[src/rtl/cfg_loader_pkg.sv]
package cfg_loader_pkg;
  typedef enum logic [1:0] {
    ST_IDLE = 2'd0,
    ST_LOAD = 2'd1,
    ST_TAIL = 2'd2
  } ld_state_e;
endpackage

[src/rtl/cfg_edge_sync.sv]
module cfg_edge_sync #(
  parameter int STAGES = 2
) (
  input  logic clk_i,
  input  logic rst_ni,
  input  logic d_i,
  output logic rise_o
);
  logic [STAGES:0] sh_q;

  always_ff @(posedge clk_i or negedge rst_ni) begin
    if (!rst_ni) sh_q <= '0;
    else         sh_q <= {sh_q[STAGES-1:0], d_i};
  end

  assign rise_o = sh_q[STAGES-1] & ~sh_q[STAGES];
endmodule

[src/rtl/cfg_cclk_div.sv]
module cfg_cclk_div #(
  parameter int DIV = 8
) (
  input  logic clk_i,
  input  logic rst_ni,
  input  logic en_i,
  output logic cclk_o,
  output logic rise_o,
  output logic fall_o
);
  localparam int CW = (DIV > 1) ? $clog2(DIV) : 1;

  logic [CW-1:0] cnt_q;
  logic          cclk_q;
  logic          tick;

  assign tick   = en_i && (cnt_q == CW'(DIV - 1));
  assign rise_o = tick && !cclk_q;
  assign fall_o = tick && cclk_q;
  assign cclk_o = cclk_q;

  always_ff @(posedge clk_i or negedge rst_ni) begin
    if (!rst_ni) begin
      cnt_q  <= '0;
      cclk_q <= 1'b0;
    end else if (!en_i) begin
      cnt_q  <= '0;
      cclk_q <= 1'b0;
    end else if (tick) begin
      cnt_q  <= '0;
      cclk_q <= ~cclk_q;
    end else begin
      cnt_q  <= cnt_q + 1'b1;
    end
  end


  cclk_off_chk: assert property (@(posedge clk_i) disable iff (!rst_ni)
    !en_i |=> !cclk_o);
endmodule

[src/rtl/cfg_word_pack.sv]
module cfg_word_pack #(
  parameter int W = 8
) (
  input  logic         clk_i,
  input  logic         rst_ni,
  input  logic         clr_i,
  input  logic         sample_i,
  input  logic         bit_i,
  output logic         valid_o,
  output logic [W-1:0] word_o
);
  localparam int CW = $clog2(W);

  logic [W-2:0]  sr_q;
  logic [CW-1:0] cnt_q;

  always_ff @(posedge clk_i or negedge rst_ni) begin
    if (!rst_ni) begin
      sr_q    <= '0;
      cnt_q   <= '0;
      valid_o <= 1'b0;
      word_o  <= '0;
    end else begin
      valid_o <= 1'b0;
      if (clr_i) begin
        cnt_q <= '0;
      end else if (sample_i) begin
        sr_q <= {sr_q[W-3:0], bit_i};
        if (cnt_q == CW'(W - 1)) begin
          cnt_q   <= '0;
          valid_o <= 1'b1;
          word_o  <= {sr_q, bit_i};
        end else begin
          cnt_q <= cnt_q + 1'b1;
        end
      end
    end
  end


  valid_pulse_chk: assert property (@(posedge clk_i) disable iff (!rst_ni)
    valid_o |=> !valid_o);
endmodule

[src/rtl/cfg_serial_loader.sv]
module cfg_serial_loader
  import cfg_loader_pkg::*;
#(
  parameter int CLK_DIV     = 8,
  parameter int BIT_COUNT   = 64,
  parameter int WORD_W      = 8,
  parameter int SYNC_STAGES = 2
) (
  input  logic              clk_i,
  input  logic              rst_ni,
  input  logic              mode_sel_i,
  input  logic              ready_i,
  input  logic              data_i,
  output logic              cclk_o,
  output logic              cce_o,
  output logic              reset_o,
  output logic              done_o,
  output logic              word_valid_o,
  output logic [WORD_W-1:0] word_data_o
);
  localparam int BCW = $clog2(BIT_COUNT + 1);

  ld_state_e      st_q;
  logic [BCW-1:0] bit_cnt_q;
  logic           cce_q, rst_q, done_q;
  logic           rdy_rise, start;
  logic           div_en, cclk_rise, cclk_fall, sample;

  cfg_edge_sync #(.STAGES(SYNC_STAGES)) u_sync (
    .clk_i  (clk_i),
    .rst_ni (rst_ni),
    .d_i    (ready_i),
    .rise_o (rdy_rise)
  );

  assign start  = rdy_rise && mode_sel_i && (st_q == ST_IDLE);
  assign div_en = (st_q != ST_IDLE);
  assign sample = cclk_rise && (st_q == ST_LOAD);

  cfg_cclk_div #(.DIV(CLK_DIV)) u_div (
    .clk_i  (clk_i),
    .rst_ni (rst_ni),
    .en_i   (div_en),
    .cclk_o (cclk_o),
    .rise_o (cclk_rise),
    .fall_o (cclk_fall)
  );

  cfg_word_pack #(.W(WORD_W)) u_pack (
    .clk_i    (clk_i),
    .rst_ni   (rst_ni),
    .clr_i    (start),
    .sample_i (sample),
    .bit_i    (data_i),
    .valid_o  (word_valid_o),
    .word_o   (word_data_o)
  );

  always_ff @(posedge clk_i or negedge rst_ni) begin
    if (!rst_ni) begin
      st_q      <= ST_IDLE;
      bit_cnt_q <= '0;
      cce_q     <= 1'b1;
      rst_q     <= 1'b1;
      done_q    <= 1'b0;
    end else begin
      unique case (st_q)
        ST_IDLE: if (start) begin
          st_q      <= ST_LOAD;
          bit_cnt_q <= '0;
          cce_q     <= 1'b0;
          rst_q     <= 1'b0;
          done_q    <= 1'b0;
        end
        ST_LOAD: if (cclk_rise) begin
          bit_cnt_q <= bit_cnt_q + 1'b1;
          if (bit_cnt_q == BCW'(BIT_COUNT - 1)) st_q <= ST_TAIL;
        end
        ST_TAIL: if (cclk_fall) begin
          st_q   <= ST_IDLE;
          cce_q  <= 1'b1;
          rst_q  <= 1'b1;
          done_q <= 1'b1;
        end
        default: st_q <= ST_IDLE;
      endcase
    end
  end

  assign cce_o   = cce_q;
  assign reset_o = rst_q;
  assign done_o  = done_q;


  done_ctrl_chk: assert property (@(posedge clk_i) disable iff (!rst_ni)
    done_q |-> (cce_q && rst_q));


  cclk_gate_chk: assert property (@(posedge clk_i) disable iff (!rst_ni)
    cclk_o |-> !cce_q);


  mode_gate_chk: assert property (@(posedge clk_i) disable iff (!rst_ni)
    $fell(cce_q) |-> $past(mode_sel_i));


  bit_limit_chk: assert property (@(posedge clk_i) disable iff (!rst_ni)
    bit_cnt_q <= BCW'(BIT_COUNT));


  no_abort_chk: assert property (@(posedge clk_i) disable iff (!rst_ni)
    (st_q == ST_LOAD) |=> (st_q != ST_IDLE));
endmodule

[config.mk]
export PLATFORM = sky130hd
export DESIGN_NAME = cfg_serial_loader
export DESIGN_NICKNAME = d
export VERILOG_FILES = /design/src/rtl/cfg_loader_pkg.sv /design/src/rtl/cfg_edge_sync.sv /design/src/rtl/cfg_cclk_div.sv /design/src/rtl/cfg_word_pack.sv /design/src/rtl/cfg_serial_loader.sv
export SDC_FILE = /design/constraint.sdc
export NUM_CORES = 1
export LEC_CHECK = 0
export ABC_AREA = 1
export BUFFER_PORTS_ARGS = -buffer_cell sky130_fd_sc_hd__buf_2
export CELL_PAD_IN_SITES_DETAIL_PLACEMENT = 1
export CELL_PAD_IN_SITES_GLOBAL_PLACEMENT = 1
export CORE_MARGIN = 2
export CORE_UTILIZATION = 39
export CTS_CLUSTER_SIZE = 10
export DETAILED_ROUTE_END_ITERATION = 8
export HOLD_SLACK_MARGIN = 0.1
export PLACE_DENSITY_LB_ADDON = 0.15
export REMOVE_ABC_BUFFERS = 1
export SETUP_SLACK_MARGIN = 0.2
export SLEW_MARGIN = 10
export SYNTH_ARGS = -nofsm -noshare
export SYNTH_HDL_FRONTEND = slang
export SYNTH_SLANG_ARGS = --single-unit
[constraint.sdc]
create_clock -name clk_i -period 1.3 [get_ports clk_i]
set_input_delay 0.13 -clock clk_i [delete_from_list [all_inputs] [get_ports clk_i]]
set_output_delay 0.13 -clock clk_i [all_outputs]
set_load 0.05 [all_outputs]
==> out/results.ini <==
[synth]
netlist_area_um2 = 1590
ys_seq_area_frac = 0.584
synth-seq-cells = 37
yosysUniqueCellTypes = 21
avgSynthCellArea_um2 = 9.33
syn-instance-count = 170
ys_warn_count = 0

[setup_path]
cp_max_fo = 8
worst-path-buf-inv = 3
startpoint_type = flop
end_kind = flop
path_class = reg2reg
crit_family = flip-flops
crit_cells = 9
rr_worst_depth = 9
required_ns = 1.52
crit_chain = ha_2 > ha_4 > inv_4 > nor2_4 > nand2_4 > inv_6 > nand2_8 > buf_6 > o21ai_2
cp_slowest_cell = dfrtp_1
max_stage_delay_ns = 0.35
arrival_ns = 1.64

[finish]
nets = 221
multi_input_area_um2 = 659
regArea_um2 = 928
diodes = 0
num-fill-cells = 470
areaGrowthSynthToFinish_pct = 35.3
final_common_cell = nand2_1
final_cell_mix = nand2_1, dfrtp_1, inv_1, buf_2
final_util = 0.541
drive_gt1_frac = 0.382

[pwr]
leakage_nw = 1.12
internal-power_w = 0.00166
comb_power_share = 0.031
p_sw_frac = 0.217
clockPowerShare = 0.418
irDropWorstVdd_mv = 0.714
p_seq_frac = 0.551
p_per_area_nw_per_um2 = 989
p_switching_w = 0.000462

[grt]
grtUsageMet1 = 0.193
gr-total-overflow = 0
busiest_layer = met2
track_usage = 0.188
met2_usage = 0.338
grt_start_max_net_pins = 24
grt.met3_usage = 0.0600
grt_pass1_vias = 1353
grt_pass1_wl_um = 6070
antenna_found_initial = 0

[timing]
slew_violations = 0
setup_slack_ns = -0.116
fin_crit_ns = 1.42
finClkSkew_ns = 0.00900
setup_viol = 25
fin_crit_sh = 1.09
max_slew_margin = 0.653
fmax_ghz = 0.706
rsz0062_at_grt = yes
hold_viol_final = 0
whs_ns = 0.103
tightest_slew_ns = 0.520

[outcome]
outcome = complete, but fails checks
violations = setup timing

[die]
boundaryPins = 18
placementRows = 23
die_w_um = 67.8
chipHeight_um = 67.8
dieArea_um2 = 4590
start_util = 0.399
coreArea_um2 = 3970

[flow_run]
cap_violations = 0

[clock_network]
clk_path_buf_depth = 2
clkTransAtPathRegs_ns = 0.07
clockRootBuffer = clkbuf_8
clock_latency_ns = 0.30
htreeDepth = 2
cts_tree = built
cts_made_buffers = 5
cts.sinks = 37

[detailed_routing]
antenna_left = 0
drc = 0
drtPass1Iterations = 4
drt_iter0_drc = 38
num_vias = 1237
wl_per_cell_um = 13.8
viasPerCell = 4.72
wirelength_um = 3600

[placement]
port-buffer-count = 17
dp_hpwl_um = 2380
place_congestion = 0.754

[min_path]
hp-class = in2reg
min_path_cells = 3

[power groups by stage]
stage               logic (W)  clock network [W]  registers (W)
floorplan           0.0000125                  0        0.00120
global placement    0.0000615                  0        0.00119
detailed placement  0.0000639                  0        0.00119
CTS                 0.0000687           0.000909        0.00117
global route        0.0000766           0.000971        0.00117
finish              0.0000669           0.000888        0.00117
[registers in the layout, summed over array words and instances (netlist names)]
register and flops:
bit_cnt_q 7, done_o 1, reset_o 1, st_q 2
u_div.cclk_o 1, u_div.cnt_q 3, u_pack.cnt_q 3, u_pack.sr_q 7
u_pack.valid_o 1, u_pack.word_o 8, u_sync.sh_q 3
[cells by family (layout without fill, tap and decap cells)]
| family | Yosys count | after routing | share of synthesized area |
|---|---|---|---|
| AND/OR/NAND/NOR | 79 | 80 | 0.212 |
| flip-flops | 37 | 37 | 0.584 |
| buffers and inverters | 26 | 67 | 0.0710 |
| AO/OA/AOI/OAI | 22 | 22 | 0.0875 |
| adder cells (fa/ha/maj) | 5 | 5 | 0.0394 |
| XOR/XNOR | 1 | 1 | 0.00552 |
[worst paths after layout]
kind	end	slack [ns]	start
setup / recovery	u_pack.word_o[4]	-0.12	u_div.cnt_q[0]
hold / removal	u_pack.word_o[0]	0.10	data_i
setup reg to reg	u_pack.word_o[4]	-0.12	u_div.cnt_q[0]
hold reg to reg	u_sync.sh_q[1]	0.36	u_sync.sh_q[0]
max in group asynchronous	u_pack.sr_q[1]	0.44	rst_ni
min in group asynchronous	bit_cnt_q[6]	0.34	rst_ni
[what timing repair did]
action / CTS / global route
endpoints found under the hold margin: 21 / 0
pin swaps: 7 / 10
hold buffers: 2 / 0
buffers inserted: 2 / 4
endpoints found under the setup margin: 36 / 36
resized for setup: 26 / 32
cloned: 1 / 0
[cell usage after synthesis (all sizes together)]
cell | count | share of area
o21bai | 1 | 0.0047
nor2 | 13 | 0.035
inv | 23 | 0.056
nand2 | 56 | 0.14
nor3 | 1 | 0.0032
ha | 5 | 0.039
o21ai | 21 | 0.083
buf | 3 | 0.015
xnor2 | 1 | 0.0055
dfrtp | 36 | 0.57
dfstp | 1 | 0.017
nand4 | 2 | 0.0079
nand3 | 7 | 0.022
[stage by stage]
stage	cell area, um^2	power [W]	std cells	worst slack (ns)	setup TNS [ns]
finish	2150	0.00212	262	-0.116	-1.45
detailed placement	1790	0.00126	245	-0.197	-3.52
global route	2150	0.00222	262	-0.172	-3.23
CTS	2020	0.00215	258	-0.117	-2.27
floorplan	1560	0.00121	167	-0.241	-2.86
global placement	1790	0.00125	245	-0.149	-2.65
[final cells by class]
cell class                      instances  share of cell area
Inverter                               23              0.0472
Multi-Input combinational cell        108               0.307
Timing Repair Buffer                   36               0.137
Clock buffer                            7              0.0449
Clock inverter                          1             0.00233
Tap cell                               50              0.0291
Sequential cell                        37               0.432
[worst register-to-register path: cells and delay by family, from the launching register on]
| family | cells | cell delay [ns] |
|---|---|---|
| adder cells (fa/ha/maj) | 2 | 0.35 |
| AO/OA/AOI/OAI | 1 | 0.10 |
| AND/OR/NAND/NOR | 3 | 0.27 |
| flip-flops | 1 | 0.35 |
| buffers and inverters | 3 | 0.28 |
[metal layers]
metal / part of all wire / vias up
met2: 0.55 / 18
met5: 0 / -
met3: 0.030 / 7
met1: 0.40 / 602
met4: 0.023 / 0
li1: - / 610
No activity file was read; power rests on OpenSTA's default activity.
